File: src/rtl/cellcap_pkg.sv
package cellcap_pkg;

  typedef enum logic [2:0] {
    CC_IDLE     = 3'd0,
    CC_MAN_WAIT = 3'd1,
    CC_MAN_GO   = 3'd2,
    CC_EVT_PRE  = 3'd3,
    CC_CAPTURE  = 3'd4,
    CC_DONE     = 3'd5
  } cc_state_e;

endpackage

File: src/rtl/cellcap_trig_qual.sv
module cellcap_trig_qual #(
  parameter int N_EVT = 4
) (
  input  logic [N_EVT-1:0] evt_flags,
  input  logic [N_EVT-1:0] evt_en,
  output logic             evt_hit
);

  logic [N_EVT-1:0] masked;

  for (genvar g = 0; g < N_EVT; g++) begin : g_mask
    assign masked[g] = evt_flags[g] & evt_en[g];
  end

  assign evt_hit = |masked;

endmodule

File: src/rtl/cellcap_addr_map.sv
module cellcap_addr_map #(
  parameter int DEPTH_CELLS = 1500,
  parameter int CELL_BYTES  = 53,
  parameter int SLOT_W      = 11,
  parameter int BYTE_W      = 6,
  parameter int ADDR_W      = 17
) (
  input  logic [SLOT_W-1:0] base_slot,
  input  logic [SLOT_W-1:0] off_cell,
  input  logic [BYTE_W-1:0] byte_idx,
  output logic [ADDR_W-1:0] addr
);

  localparam logic [SLOT_W:0] DEPTH_V = (SLOT_W+1)'(DEPTH_CELLS);

  logic [SLOT_W:0]   sum;
  logic [SLOT_W:0]   phys;

  always_comb begin
    sum  = {1'b0, base_slot} + {1'b0, off_cell};
    phys = (sum >= DEPTH_V) ? (sum - DEPTH_V) : sum;
    addr = ADDR_W'(phys) * ADDR_W'(CELL_BYTES) + ADDR_W'(byte_idx);
  end

endmodule

File: src/rtl/cellcap_seq.sv
module cellcap_seq
  import cellcap_pkg::*;
#(
  parameter int DEPTH_CELLS = 1500,
  parameter int CELL_BYTES  = 53,
  parameter int PRE_CELLS   = 749,
  parameter int SLOT_W      = 11,
  parameter int BYTE_W      = 6,
  parameter int REM_W       = 11
) (
  input  logic              clk,
  input  logic              rst_n,
  input  logic              arm,
  input  logic              arm_mode,
  input  logic              man_trig,
  input  logic              evt_hit,
  input  logic              cell_valid,
  input  logic              cell_sop,
  output logic              wr_en,
  output logic [SLOT_W-1:0] wr_slot,
  output logic [BYTE_W-1:0] wr_byte,
  output logic [SLOT_W-1:0] start_slot,
  output logic              cap_armed,
  output logic              cap_done,
  output logic              pre_short
);

  localparam int              POST_CELLS = DEPTH_CELLS - PRE_CELLS - 1;
  localparam logic [SLOT_W-1:0] SLOT_LAST = SLOT_W'(DEPTH_CELLS - 1);
  localparam logic [SLOT_W-1:0] PRE_V     = SLOT_W'(PRE_CELLS);
  localparam logic [SLOT_W-1:0] BACK_WRAP = SLOT_W'(DEPTH_CELLS - PRE_CELLS);
  localparam logic [BYTE_W-1:0] BYTE_LAST = BYTE_W'(CELL_BYTES - 1);
  localparam logic [REM_W-1:0]  REM_FULL  = REM_W'(DEPTH_CELLS);
  localparam logic [REM_W-1:0]  REM_POST  = REM_W'(POST_CELLS + 1);

  cc_state_e         state_q, state_d;
  logic              cell_on_q, cell_on_d;
  logic [BYTE_W-1:0] idx_q, idx_d;
  logic [SLOT_W-1:0] cur_q, cur_d;
  logic [SLOT_W-1:0] nxt_q, nxt_d;
  logic [SLOT_W-1:0] pre_q, pre_d;
  logic [SLOT_W-1:0] start_q, start_d;
  logic [REM_W-1:0]  rem_q, rem_d;
  logic              short_q, short_d;

  logic sop_v, body_v, last_byte, open_st, start_cell;

  // Byte-level write qualification
  always_comb begin
    sop_v      = cell_valid & cell_sop;
    body_v     = cell_valid & ~cell_sop & cell_on_q & (idx_q != BYTE_LAST);
    last_byte  = body_v & (idx_q == BYTE_LAST - BYTE_W'(1));
    open_st    = (state_q == CC_MAN_GO) | (state_q == CC_EVT_PRE) |
                 (state_q == CC_CAPTURE);
    start_cell = sop_v & open_st;
    wr_en      = start_cell | body_v;
    wr_slot    = sop_v ? nxt_q : cur_q;
    wr_byte    = sop_v ? '0 : idx_q + BYTE_W'(1);
  end

  // Next-state logic
  always_comb begin
    state_d   = state_q;
    cell_on_d = cell_on_q;
    idx_d     = idx_q;
    cur_d     = cur_q;
    nxt_d     = nxt_q;
    pre_d     = pre_q;
    start_d   = start_q;
    rem_d     = rem_q;
    short_d   = short_q;

    if (start_cell) begin
      cell_on_d = 1'b1;
      idx_d     = '0;
      cur_d     = nxt_q;
      nxt_d     = (nxt_q == SLOT_LAST) ? '0 : nxt_q + SLOT_W'(1);
    end else if (sop_v) begin
      cell_on_d = 1'b0;
    end else if (body_v) begin
      idx_d = idx_q + BYTE_W'(1);
      if (last_byte) cell_on_d = 1'b0;
    end

    unique case (state_q)
      CC_MAN_WAIT: if (man_trig) state_d = CC_MAN_GO;
      CC_MAN_GO: begin
        if (sop_v) begin
          state_d = CC_CAPTURE;
          rem_d   = REM_FULL;
        end
      end
      CC_EVT_PRE: begin
        if (sop_v) begin
          if (evt_hit) begin
            state_d = CC_CAPTURE;
            rem_d   = REM_POST;
            if (pre_q == PRE_V) begin
              start_d = (nxt_q >= PRE_V) ? nxt_q - PRE_V : nxt_q + BACK_WRAP;
            end else begin
              start_d = '0;
              short_d = 1'b1;
            end
          end else if (pre_q != PRE_V) begin
            pre_d = pre_q + SLOT_W'(1);
          end
        end
      end
      CC_CAPTURE: begin
        if (last_byte) begin
          rem_d = rem_q - REM_W'(1);
          if (rem_q == REM_W'(1)) state_d = CC_DONE;
        end
      end
      default: ;
    endcase

    if (arm) begin
      state_d   = arm_mode ? CC_EVT_PRE : CC_MAN_WAIT;
      cell_on_d = 1'b0;
      idx_d     = '0;
      nxt_d     = '0;
      pre_d     = '0;
      start_d   = '0;
      rem_d     = '0;
      short_d   = 1'b0;
    end
  end

  // State registers
  always_ff @(posedge clk or negedge rst_n) begin
    if (!rst_n) begin
      state_q   <= CC_IDLE;
      cell_on_q <= 1'b0;
      idx_q     <= '0;
      cur_q     <= '0;
      nxt_q     <= '0;
      pre_q     <= '0;
      start_q   <= '0;
      rem_q     <= '0;
      short_q   <= 1'b0;
    end else begin
      state_q   <= state_d;
      cell_on_q <= cell_on_d;
      idx_q     <= idx_d;
      cur_q     <= cur_d;
      nxt_q     <= nxt_d;
      pre_q     <= pre_d;
      start_q   <= start_d;
      rem_q     <= rem_d;
      short_q   <= short_d;
    end
  end

  assign start_slot = start_q;
  assign cap_armed  = open_st | (state_q == CC_MAN_WAIT);
  assign cap_done   = (state_q == CC_DONE);
  assign pre_short  = short_q;

endmodule

File: src/rtl/cellcap_buffer.sv
module cellcap_buffer #(
  parameter int DEPTH_CELLS = 1500,
  parameter int CELL_BYTES  = 53,
  parameter int PRE_CELLS   = 749,
  parameter int N_EVT       = 4,
  localparam int SLOT_W     = $clog2(DEPTH_CELLS),
  localparam int BYTE_W     = $clog2(CELL_BYTES),
  localparam int ADDR_W     = $clog2(DEPTH_CELLS * CELL_BYTES),
  localparam int REM_W      = $clog2(DEPTH_CELLS + 1)
) (
  input  logic              clk,
  input  logic              rst_n,
  input  logic              arm,
  input  logic              arm_mode,
  input  logic              man_trig,
  input  logic [N_EVT-1:0]  evt_flags,
  input  logic [N_EVT-1:0]  evt_en,
  input  logic              cell_valid,
  input  logic              cell_sop,
  input  logic [7:0]        cell_byte,
  input  logic [SLOT_W-1:0] rd_cell,
  input  logic [BYTE_W-1:0] rd_byte,
  output logic              mem_we,
  output logic [ADDR_W-1:0] mem_waddr,
  output logic [7:0]        mem_wdata,
  output logic [ADDR_W-1:0] mem_raddr,
  output logic              cap_armed,
  output logic              cap_done,
  output logic              pre_short
);

  logic              evt_hit;
  logic [SLOT_W-1:0] wr_slot;
  logic [BYTE_W-1:0] wr_byte;
  logic [SLOT_W-1:0] start_slot;

  cellcap_trig_qual #(.N_EVT(N_EVT)) u_qual (
    .evt_flags (evt_flags),
    .evt_en    (evt_en),
    .evt_hit   (evt_hit)
  );

  cellcap_seq #(
    .DEPTH_CELLS (DEPTH_CELLS),
    .CELL_BYTES  (CELL_BYTES),
    .PRE_CELLS   (PRE_CELLS),
    .SLOT_W      (SLOT_W),
    .BYTE_W      (BYTE_W),
    .REM_W       (REM_W)
  ) u_seq (
    .clk        (clk),
    .rst_n      (rst_n),
    .arm        (arm),
    .arm_mode   (arm_mode),
    .man_trig   (man_trig),
    .evt_hit    (evt_hit),
    .cell_valid (cell_valid),
    .cell_sop   (cell_sop),
    .wr_en      (mem_we),
    .wr_slot    (wr_slot),
    .wr_byte    (wr_byte),
    .start_slot (start_slot),
    .cap_armed  (cap_armed),
    .cap_done   (cap_done),
    .pre_short  (pre_short)
  );

  cellcap_addr_map #(
    .DEPTH_CELLS (DEPTH_CELLS), .CELL_BYTES (CELL_BYTES),
    .SLOT_W (SLOT_W), .BYTE_W (BYTE_W), .ADDR_W (ADDR_W)
  ) u_wmap (
    .base_slot (wr_slot),
    .off_cell  ('0),
    .byte_idx  (wr_byte),
    .addr      (mem_waddr)
  );

  cellcap_addr_map #(
    .DEPTH_CELLS (DEPTH_CELLS), .CELL_BYTES (CELL_BYTES),
    .SLOT_W (SLOT_W), .BYTE_W (BYTE_W), .ADDR_W (ADDR_W)
  ) u_rmap (
    .base_slot (start_slot),
    .off_cell  (rd_cell),
    .byte_idx  (rd_byte),
    .addr      (mem_raddr)
  );

  assign mem_wdata = cell_byte;

endmodule

File: config.mk
export PLATFORM = sky130hd
export DESIGN_NAME = cellcap_buffer
export DESIGN_NICKNAME = d
export VERILOG_FILES = /design/src/rtl/cellcap_pkg.sv /design/src/rtl/cellcap_trig_qual.sv /design/src/rtl/cellcap_addr_map.sv /design/src/rtl/cellcap_seq.sv /design/src/rtl/cellcap_buffer.sv
export SDC_FILE = /design/constraint.sdc
export NUM_CORES = 1
export LEC_CHECK = 0
export ABC_AREA = 1
export CORE_ASPECT_RATIO = 1.5
export CORE_MARGIN = 2
export CORE_UTILIZATION = 50
export CTS_CLUSTER_SIZE = 10
export DETAILED_ROUTE_END_ITERATION = 12
export PLACE_DENSITY_LB_ADDON = 0.3
export SYNTH_ARGS = -nofsm -noshare
export SYNTH_HDL_FRONTEND = slang
export SYNTH_HIERARCHICAL = 1
export SYNTH_SLANG_ARGS = --single-unit
export TNS_END_PERCENT = 1
File: constraint.sdc
create_clock -name clk -period 11.3 [get_ports clk]
set_input_delay 1.13 -clock clk [delete_from_list [all_inputs] [get_ports clk]]
set_output_delay 1.13 -clock clk [all_outputs]
set_load 0.005 [all_outputs]
After elaboration in Yosys (flattened, before gate mapping)
Index checks and enable logic that the tools add are counted.

Add/subtract/negate cells: 11. Multipliers: 2. Divide/modulo/power cells: 0. $lt $le $gt $ge: 3. Equal/unequal tests: 20. Shift operators: 0. Muxes and demuxes: 47. Bitwise gates (word level): 15. Reduce and logical (&&, ||, !) cells: 18.

Operators with widths (count): two-way mux 11 bit (20); adder 17 x 6 -> 17 bit (2); multiplier 12 x 6 -> 17 bit, second input constant (2); case mux 11 bit (3 select lines) (1); two-way mux 6 bit (5); two-way mux 12 bit (2); adder 11 x 1 -> 11 bit, second input constant (2); two-way mux 3 bit (7); adder 11 x 11 -> 12 bit (1); greater-or-equal comparator 12 x 11 -> 1 bit, second input constant (1); inequality test 3 bit, second input constant (4); case mux 3 bit (4 select lines) (1); nonzero test 4 bit (3); subtractor 11 x 11 -> 12 bit, second input constant (1); subtractor 12 x 11 -> 12 bit, second input constant (1); adder 11 x 10 -> 11 bit, second input constant (1); equality test 11 x 1 -> 1 bit, second input constant (1); equality test 11 x 10 -> 1 bit, second input constant (1); equality test 11 bit, second input constant (1); greater-or-equal comparator 11 x 10 -> 1 bit, second input constant (1); greater-or-equal comparator 11 bit, second input constant (1); inequality test 11 x 10 -> 1 bit, second input constant (1); subtractor 11 x 1 -> 11 bit, second input constant (1); subtractor 11 x 10 -> 11 bit, second input constant (1); 22 further kinds (54).

Flip-flop bits (word level): 66. Latch bits: 0. Bits in writable memories: 0. ROM bits: 0. Input bits: 40. Output and inout bits: 46. Word-level logic and storage cells: 125. Memories: 0.

Logic depth before layout (Yosys ltp)
Gate-level depths: netlist of run 1.

Word-level depth: 10. Gate-level depth with buffers: 38. Gate-level depth less buffers: 38.

By module
Netlist of run 1, hierarchy kept.

By module, submodules not included: cellcap_seq (times used 1, cells each 598, area each 4235.3 µm², seq. area each 1651.6 µm²); cellcap_addr_map at u_wmap (times used 1, cells each 411, area each 2825.2 µm², seq. area each 0.0 µm²); cellcap_addr_map at u_rmap (times used 1, cells each 397, area each 2746.4 µm², seq. area each 0.0 µm²); cellcap_buffer (times used 1, cells each 9, area each 63.8 µm², seq. area each 0.0 µm²); cellcap_trig_qual (times used 1, cells each 9, area each 33.8 µm², seq. area each 0.0 µm²).

Least setup slack after synthesis of run 1
No wires, ideal clock.

Kind: in2out. From: in cell_sop. To: out mem_waddr[14]. Data arrival time: 6.115 ns. Data required time: 10.170 ns. Setup slack: 4.055 ns. Cell stages on the path: 31. Path buffers: 2. Cells stage by stage: nand2_1 clkbuf_1 nand2_1 o21ai_0 ha_1 xnor2_1 ha_1 nand3_1 nand2_2 nand3_4 nand2_4 nand2_4 buf_6 nor2_4 xnor2_1 inv_1 ha_1 inv_1 fa_1 fa_1 inv_1 ha_1 ha_1 nand2_1 o21ai_0 nand2_1 o21bai_1 nand3_1 nand2_1 nand2_1 nand2_1.

Word-level cells in the longest chain between the ends: 6. Elaborated cells between the ends (all ways): 8. Those cells by class: add/sub: 2; mul: 1; order compare: 1; mux: 3; bitwise: 1.

RTL lines: from (decl) (line cellcap_buffer.sv:19) `input logic cell_sop,`; AND 1 bit * (line cellcap_seq.sv:50) `sop_v = cell_valid & cell_sop;`; two-way mux 11 bit * (line cellcap_seq.sv:57) `wr_slot = sop_v ? nxt_q : cur_q;`; net wr_slot[2] (line cellcap_buffer.sv:33) `logic [SLOT_W-1:0] wr_slot;`; subtractor 11 x 11 -> 12 bit or greater-or-equal comparator 11 bit (tied branches) (line cellcap_addr_map.sv:21) `phys = (sum >= DEPTH_V) ? (sum - DEPTH_V) : sum;`; two-way mux 12 bit * (line cellcap_addr_map.sv:21); multiplier 12 x 6 -> 17 bit * (line cellcap_addr_map.sv:22) `addr = ADDR_W'(phys) * ADDR_W'(CELL_BYTES) + ADDR_W'(byte_idx);`; adder 17 x 6 -> 17 bit * (line cellcap_addr_map.sv:22); to (decl) (line cellcap_buffer.sv:24) `output logic [ADDR_W-1:0] mem_waddr,`.

Mark *: on every way through the listed nets, which the timed path passes. The rest lies on a longest branch.

Final worst setup path of run 1
Ends and elaborated chain as after synthesis.

==> results.yml, run 1 <==
global_routing:
  grt_max_degree: 67
  grt_pass1_wl_um: 38300
  grt_antenna_before_repair: 0
  grt_pass1_vias: 8994
  overflow: 0
  track_usage: 0.217
synthesis:
  ys_warn_count: 6
  async_reset_ff_frac: 1.00
  netlist_instances: 1424
  syn_area_um2: 9900
  ys_ff_latch: 66
  yosysSeqAreaShare: 0.167
  avgSynthCellArea_um2: 6.96
  synth_edf_count: 0
  ys.flop_type: "dfrtp_1"
  synth.distinct_cells: 42
hold_path:
  hold_path.class: "flop to flop"
cells_and_area:
  nFillCells: 1886
  drive_gt1_frac: 0.0749
  regArea_um2: 1650
  fin_area_um2: 11100
  finish.utilization: 0.566
  diodes: 0
  layout.nets: 1715
  areaGrowthSynthToFinish_pct: 12.1
  multi_input_area_um2: 7240
detailed_routing:
  wl_per_cell_um: 12.5
  ant_nets: 0
  drt_iter0_drc: 442
  route.detailed.drc: 0
  vias: 9033
  routed_wl_um: 21900
  via_per_inst: 5.15
  dr.pass1.iters: 5
placed_design:
  routabilityCongestion: 0.877
  dp_hpwl_um: 18000
  place_area_um2: 10800
  dp_slack_ns: 2.53
  io_buffers: 69
floorplanning:
  die_width_um: 119
  die_y_um: 176
  ios: 86
  start_util: 0.505
  num_rows: 63
  die-area_um2: 21000
  core-area_um2: 19600
timing:
  fin_crit_sh: 0.780
  fmax_mhz: 114
  setup_viol: 0
  slew_headroom: 0.426
  layout_min_cycle_time_ns: 8.81
  rsz0062_at_grt: "false"
  hold_violations: 0
  setup_slack_ns: 2.49
  fin_skew_ns: 0.0109
  maxSlewViolCount: 0
  fin_setup_tns_ns: 0
  worst_slew_pin_slew_ns: 0.861
clock_network:
  numCtsBuffers: 9
  cts.repair.resized: 0
  insertion_delay_ns: 0.34
  cts_num_sinks: 66
  post-cts-setup-buffers: 0
  cts_max_path_buffers: 2
  h-tree-depth: 3
  cts_hold_buf: 0
  clkTransAtPathRegs_ns: 0.06
  ctsRootBufferMaster: "clkbuf_16"
  cts_tree: "yes"
critical_path:
  max_stage_delay_ns: 0.51
  crit_path_max_fanout: 25
  critPathCaptureType: "output port"
  cp.required_ns: 10.17
  crit_top_cell: "nand2_1"
  critPathLaunchType: "input port"
  worstPathArrival_ns: 7.68
  criticalPathCategory: "input port to output port"
  cpMaxStageDelayCell: "fa_1"
pwr:
  p_per_area_nw_per_um2: 253
  ir_worst_vdd_uv: 172
  leakage_uw: 0.00599
outcome:
  status: "finished, final reports clean"
flow_run:
  maxCapViolCount: 0
## report_power, final
| group | total [uW] | switching [uW] | internal [uW] |
|---|---|---|---|
| Sequential | 300 | 31.9 | 268 |
| Clock | 286 | 114 | 172 |
| Combinational | 2220 | 1110 | 1110 |
## layout make-up
cell class | count | share of cell area
clock buffers | 9 | 0.0203
clock inverters | 7 | 0.00699
inverters | 238 | 0.0805
repair buffers | 70 | 0.0624
multi-input cells | 1105 | 0.652
flip-flops and latches | 66 | 0.149
well taps | 260 | 0.0293
## cell usage after synthesis, drive strengths merged, types with 15 or more instances
cell type  number  area [um2]
dfrtp          66        1650
o21ai          78         417
ha            145        1810
inv           236         886
xnor2          19         166
nand4          15        93.8
nand2         411        1660
buf            20         141
fa             40         801
xor2           39         342
nand3         147         821
nor3           18         100
nor2           90         418
a21oi          51         263
## registers in the layout, summed over array words and instances, names as in the netlist
register / count
u_seq/pre_q: 11
u_seq/nxt_q: 11
u_seq/state_q: 3
u_seq/cur_q: 11
u_seq/start_slot: 11
u_seq/pre_short: 1
u_seq/cell_on_q: 1
u_seq/rem_q: 11
u_seq/idx_q: 6
## cells by family after synthesis
logic type,after synthesis,synth area share
compound gates,158,0.0904
simple gates,692,0.320
flops,66,0.167
buf+inv,264,0.107
xor+xnor,58,0.0513
other cells,1,0.000379
fa+ha+maj,185,0.264
## routing by layer
layer / share of wire / routed length (um) / global-route usage
met5: 0 / 0 / 0
met4: 0.024 / 523 / 0.0774
met3: 0.024 / 524 / 0.0158
met1: 0.42 / 9170 / 0.239
met2: 0.53 / 11700 / 0.430
## per-stage QoR
stage	cells	total power, uW	hold slack (ns)
after global routing	1755	3140	0.508
after floorplan	1435	1670	0.449
after CTS	1755	2840	0.484
final	1755	2810	0.482
after global placement	1739	2510	0.464
after detailed placement	1739	2530	0.469
## layout by cell type (no fill, tap or decap), types with 8 or more instances in the layout
cell and count:
ha_1 145, o21bai_1 8, inv_1 221, clkdlybuf4s50_1 68, fa_1 40, nand3_2 12, nor2_1 74, conb_1 12
nor2_2 8, dfrtp_1 66, nand2_1 378, o22ai_1 10, nand2_2 27, o21ai_1 21, nand4_1 15, inv_2 15
nor3_1 16, nand3_1 133, o21ai_0 50, nor2_4 8, a21oi_1 49, clkbuf_16 9, xor2_1 39, xnor2_1 19
## worst max-delay path, delay by kind of cell
kind | cells | cell delay, ns
adders and majority gates | 6 | 2.27
and+or+nand+nor | 17 | 1.99
buffers and inverters | 6 | 1.20
AOI/OAI and AO/OA | 4 | 0.83
xor gates and xnor gates | 1 | 0.24
## worst paths after layout
kind,startpoint,endpoint,slack (ns),cells past startpoint
max,cell_sop,mem_waddr[14],2.49,34
min,u_seq/rem_q[1],u_seq/rem_q[1],0.48,2
max reg2reg,u_seq/state_q[0],u_seq/nxt_q[2],9.40,9
min reg2reg,u_seq/rem_q[1],u_seq/rem_q[1],0.48,2
max in group asynchronous,rst_n,u_seq/start_slot[6],9.76,2
min in group asynchronous,rst_n,u_seq/rem_q[6],0.97,2
No activity file was read; power rests on OpenSTA's default activity.
==> run 2, diff against run 1 <==
clock period = 8 ns   (was 11.3 ns; I/O delays follow)
==> run 2 against run 1 <==
Compared with the run above: final cell count increased by 0.74%; highest routed layer unchanged; clock skew is 0.0042 ns lower; largest cell class unchanged; worst hold slack lost 0.0054 ns; first-iteration DRC count fell by 17%.
==> results.yml, run 2 (same netlist as run 1, synthesis figures left out) <==
critical_path:
  max_stage_delay_ns: 0.52
  cpMaxStageDelayCell: "fa_1"
  crit_top_cell: "nand2_1"
  criticalPathCategory: "input port to output port"
  critPathCaptureType: "output port"
  critPathLaunchType: "input port"
  crit_path_max_fanout: 6
  worstPathArrival_ns: 6.81
  cp.required_ns: 7.20
timing:
  setup_viol: 0
  whs_ns: 0.476
  maxSlewViolCount: 0
  worst_slew_pin_slew_ns: 0.881
  fmax_mhz: 131
  fin_skew_ns: 0.00675
  slew_headroom: 0.413
  fin_crit_sh: 0.952
  layout_min_cycle_time_ns: 7.61
  hold_violations: 0
floorplanning:
  die_width_um: 119
  start_util: 0.505
  die-area_um2: 21000
  num_rows: 63
  die_y_um: 176
  core-area_um2: 19600
  ios: 86
clock_network:
  h-tree-depth: 3
  cts_max_path_buffers: 2
  numCtsBuffers: 9
  cts_tree: "yes"
  cts_num_sinks: 66
  clkTransAtPathRegs_ns: 0.05
  cts_hold_buf: 0
  insertion_delay_ns: 0.33
  ctsRootBufferMaster: "clkbuf_16"
outcome:
  status: "finished, final reports clean"
flow_run:
  maxCapViolCount: 0
placed_design:
  dpl.cell_count: 1745
  place_area_um2: 10800
  dp_hpwl_um: 18600
  io_buffers: 69
  routabilityCongestion: 0.956
cells_and_area:
  fin_cells: 1768
  areaGrowthSynthToFinish_pct: 13.5
  nFillCells: 1898
  finish.utilization: 0.573
  final_cell_mix: "nand2_1, inv_1, ha_1"
  diodes: 0
  drive_gt1_frac: 0.0915
  fin_area_um2: 11200
  final_common_cell: "nand2_1"
  layout.nets: 1728
detailed_routing:
  dr.pass1.iters: 6
  via_per_inst: 5.21
  wl_per_cell_um: 12.8
  vias: 9214
  routed_wl_um: 22600
  route.detailed.drc: 0
  ant_nets: 0
  drt_iter0_drc: 368
pwr:
  leakage_uw: 0.00606
  p_per_area_nw_per_um2: 359
  combPwrFrac: 0.806
  clockPowerShare: 0.089
  sw_frac_of_total: 0.452
  ir_worst_vdd_uv: 233
  power.total_uw: 4040
  sequentialPowerShare: 0.105
  internal-power_uw: 2210
  netSwitchingPower_uw: 1830
global_routing:
  grt_max_degree: 67
  grt_pass1_wl_um: 38600
  grt_antenna_before_repair: 0
  overflow: 0
  grt_pass1_vias: 8923
  track_usage: 0.219
hold_path:
  hold_path.class: "flop to flop"
## run 2: changes by cell type in the layout (fill, tap and decap cells not counted), moves of 3 or more
| cell | before | now |
|---|---|---|
| nand2_2 | 27 | 31 |
| o21ai_0 | 50 | 44 |
| ha_1 | 145 | 141 |
| buf_4 | 1 | 13 |
| o21ai_1 | 21 | 27 |
| clkinv_2 | 0 | 3 |
| nand2_1 | 378 | 375 |
## run 2: path summary, 6_finish.rpt
path                                 from                   end  slack (ns)  cells after the start
setup / recovery               rd_cell[0]         mem_raddr[15]        0.39                     35
hold / removal             u_seq/rem_q[7]        u_seq/rem_q[7]        0.48                      2
setup reg to reg           u_seq/nxt_q[0]  u_seq/start_slot[10]        6.05                      9
hold reg to reg            u_seq/rem_q[7]        u_seq/rem_q[7]        0.48                      2
max in group asynchronous           rst_n   u_seq/start_slot[3]        6.75                      2
min in group asynchronous           rst_n        u_seq/rem_q[7]        0.66                      2
## run 2: what timing repair did
action,CTS,global route
setup buffers,0,6
setup endpoints to repair,0,11
gates resized for setup,0,21
## run 2: routing by layer
layer	track usage	part of all wire
met1	0.244	0.41
met2	0.428	0.54
met3	0.0184	0.025
met4	0.0784	0.029
met5	0	0
## run 2: worst max-delay path: cells and delay by family
family	cells	cell delay [ns]
fa+ha+maj	7	2.54
simple gates	18	1.72
buf+inv	8	1.44
xor+xnor	2	0.27
## run 2: cell type report
cell class	count	area [um2]	share of cell area
timing repair buffer	82	783	0.0697
tap	260	325	0.0289
inverter	238	893	0.0795
clock inverter	5	30.0	0.00267
sequential	66	1650	0.147
clock buffer	11	243	0.0216
multi-input combinational	1106	7320	0.651
## run 2: stage by stage
step           worst slack [ns]  TNS (ns)
5_1_grt                 -0.0151   -0.0151
4_1_cts                   0.175         0
6_report                  0.388         0
2_1_floorplan              1.41         0
3_5_place_dp              0.182         0
3_3_place_gp              0.272         0
## run 2: power groups by stage
stage	Clock (uW)	Combinational (uW)	Sequential (uW)
final	359	3250	424
after CTS	370	3240	422
after floorplan	0	1940	418
after global routing	386	3670	430
after global placement	0	3150	426
after detailed placement	0	3220	427
==> run 3, diff against run 2 <==
CORE_ASPECT_RATIO = 0.5   (was 1.5)
clock period = 9.6 ns   (was 8 ns; I/O delays follow)
==> run 3 against run 2 <==
Compared with the run above: the flow now finishes with violations (DRC); power fell by 18%; utilization decreased by 0.17 points; final cell count decreased by 0.45%; non-clock buffer count shrank 12; largest power group unchanged.
==> results.yml, run 3 (same netlist as run 1, synthesis figures left out) <==
outcome:
  status: "finished with violations"
  violations: "DRC"
pwr:
  netSwitchingPower_uw: 1480
  p_per_area_nw_per_um2: 299
  combPwrFrac: 0.792
  internal-power_uw: 1840
  sw_frac_of_total: 0.446
  leakage_uw: 0.00600
  clockPowerShare: 0.101
  power.total_uw: 3320
  sequentialPowerShare: 0.107
  ir_worst_vdd_uv: 831
placed_design:
  routabilityCongestion: 0.865
  io_buffers: 69
  dp_hpwl_um: 17500
timing:
  maxSlewViolCount: 0
  slew_headroom: 0.442
  hold_violations: 0
  rsz0062_at_grt: "false"
  worst_slew_pin_slew_ns: 0.837
  fin_setup_tns_ns: 0
  fmax_mhz: 118
  fin_crit_sh: 0.885
  layout_min_cycle_time_ns: 8.49
  fin_skew_ns: 0.00644
  setup_viol: 0
cells_and_area:
  drive_gt1_frac: 0.0736
  multi_input_area_um2: 7240
  areaGrowthSynthToFinish_pct: 12.2
  final_cell_mix: "nand2_1, inv_1, ha_1"
  final_common_cell: "nand2_1"
  nFillCells: 1841
  regArea_um2: 1650
  diodes: 0
  layout.nets: 1715
critical_path:
  crit_path_max_fanout: 25
  critPathLaunchType: "input port"
  cpMaxStageDelayCell: "fa_1"
  rrSetupSlack_ns: 7.71
  timing.rr.start: "u_seq/state_q[0]"
  worstPathArrival_ns: 7.53
  max_stage_delay_ns: 0.53
  critPathCaptureType: "output port"
  r2r-end: "u_seq/nxt_q[9]"
  criticalPathCategory: "input port to output port"
  cp.required_ns: 8.64
  crit_top_cell: "nand2_1"
  r2r_cells: 9
detailed_routing:
  via_per_inst: 5.12
  wl_per_cell_um: 12.0
  routed_wl_um: 21100
  route.detailed.drc: 1
  dr.pass1.iters: 9
  ant_nets: 0
  vias: 9008
  drt_iter0_drc: 477
floorplanning:
  num_rows: 36
  die-area_um2: 21000
  ios: 86
  start_util: 0.509
  core-area_um2: 19500
  die_y_um: 104
  die_width_um: 203
clock_network:
  post-cts-setup-buffers: 0
  cts_tree: "yes"
  insertion_delay_ns: 0.33
  cts.repair.resized: 0
  numCtsBuffers: 9
  cts_hold_buf: 0
  clkTransAtPathRegs_ns: 0.05
  ctsRootBufferMaster: "clkbuf_16"
  cts_max_path_buffers: 2
  h-tree-depth: 3
  cts_num_sinks: 66
global_routing:
  grt_pass1_wl_um: 38300
  track_usage: 0.211
  overflow: 0
  grt_pass1_vias: 8885
  grt_antenna_before_repair: 0
  grt_max_degree: 67
hold_path:
  hold_path.startpoint: "u_seq/rem_q[1]"
  hold_path.class: "flop to flop"
  hold_path_end: "u_seq/rem_q[1]"
  holdPathStages: 2
flow_run:
  maxCapViolCount: 0
-- run 3: cell types whose count changed in the layout (fill, tap and decap cells not counted), sizes merged --
cell      delta
clkinv       -2
nand2        -1
bufinv       +1
buf         -12
clkbuf       +2
clkinvlp     -2
-- run 3: per-stage QoR --
step / hold slack [ns] / area [um2] / utilization / setup slack [ns] / cells
floorplan: 0.449 / 9950 / - / 2.69 / 1435
finish: 0.483 / 11100 / 0.571 / 1.11 / 1760
global route: 0.503 / 11100 / 0.571 / 0.505 / 1760
detailed placement: 0.473 / 10800 / 0.555 / 1.18 / 1745
global placement: 0.467 / 10800 / 0.555 / 1.28 / 1745
CTS: 0.487 / 11100 / 0.571 / 1.13 / 1760
-- run 3: worst max-delay path by stage --
stage / startpoint / endpoint / slack, ns / cells after the start
floorplan: cell_sop / mem_waddr[14] / 2.69 / 31
global placement: cell_sop / mem_waddr[15] / 1.28 / 31
detailed placement: cell_sop / mem_waddr[15] / 1.18 / 31
CTS: cell_sop / mem_waddr[15] / 1.13 / 31
global route: cell_sop / mem_waddr[15] / 0.51 / 31
finish: cell_sop / mem_waddr[14] / 1.11 / 34
-- run 3: cell type report --
type,instances,area share
inverters,238,0.0804
well taps,266,0.0299
repair buffers,70,0.0624
flip-flops and latches,66,0.149
clock buffers,13,0.0243
multi-input cells,1105,0.651
clock inverters,2,0.00315
-- run 3: worst max-delay path: cells and delay by family --
family                     cells  cell delay, ns
AOI/OAI and AO/OA              4            0.81
adders and majority gates      6            2.29
buffers and inverters          6            1.24
and+or+nand+nor               17            1.97
xor gates and xnor gates       1            0.24
-- run 3: layer usage --
layer | wire length, um | global-route usage | vias to the layer above
met5 | 0 | 0 | -
met4 | 164 | 0.0490 | 0
met3 | 636 | 0.0236 | 17
met2 | 10100 | 0.372 | 143
met1 | 10200 | 0.278 | 4148
li1 | - | - | 4700
-- run 3: power groups by stage --
stage               logic, uW  registers (uW)  clock network (uW)
floorplan                1620             348                   0
finish                   2630             356                 336
detailed placement       2620             358                   0
global placement         2580             356                   0
CTS                      2650             355                 344
global route             3010             361                 354
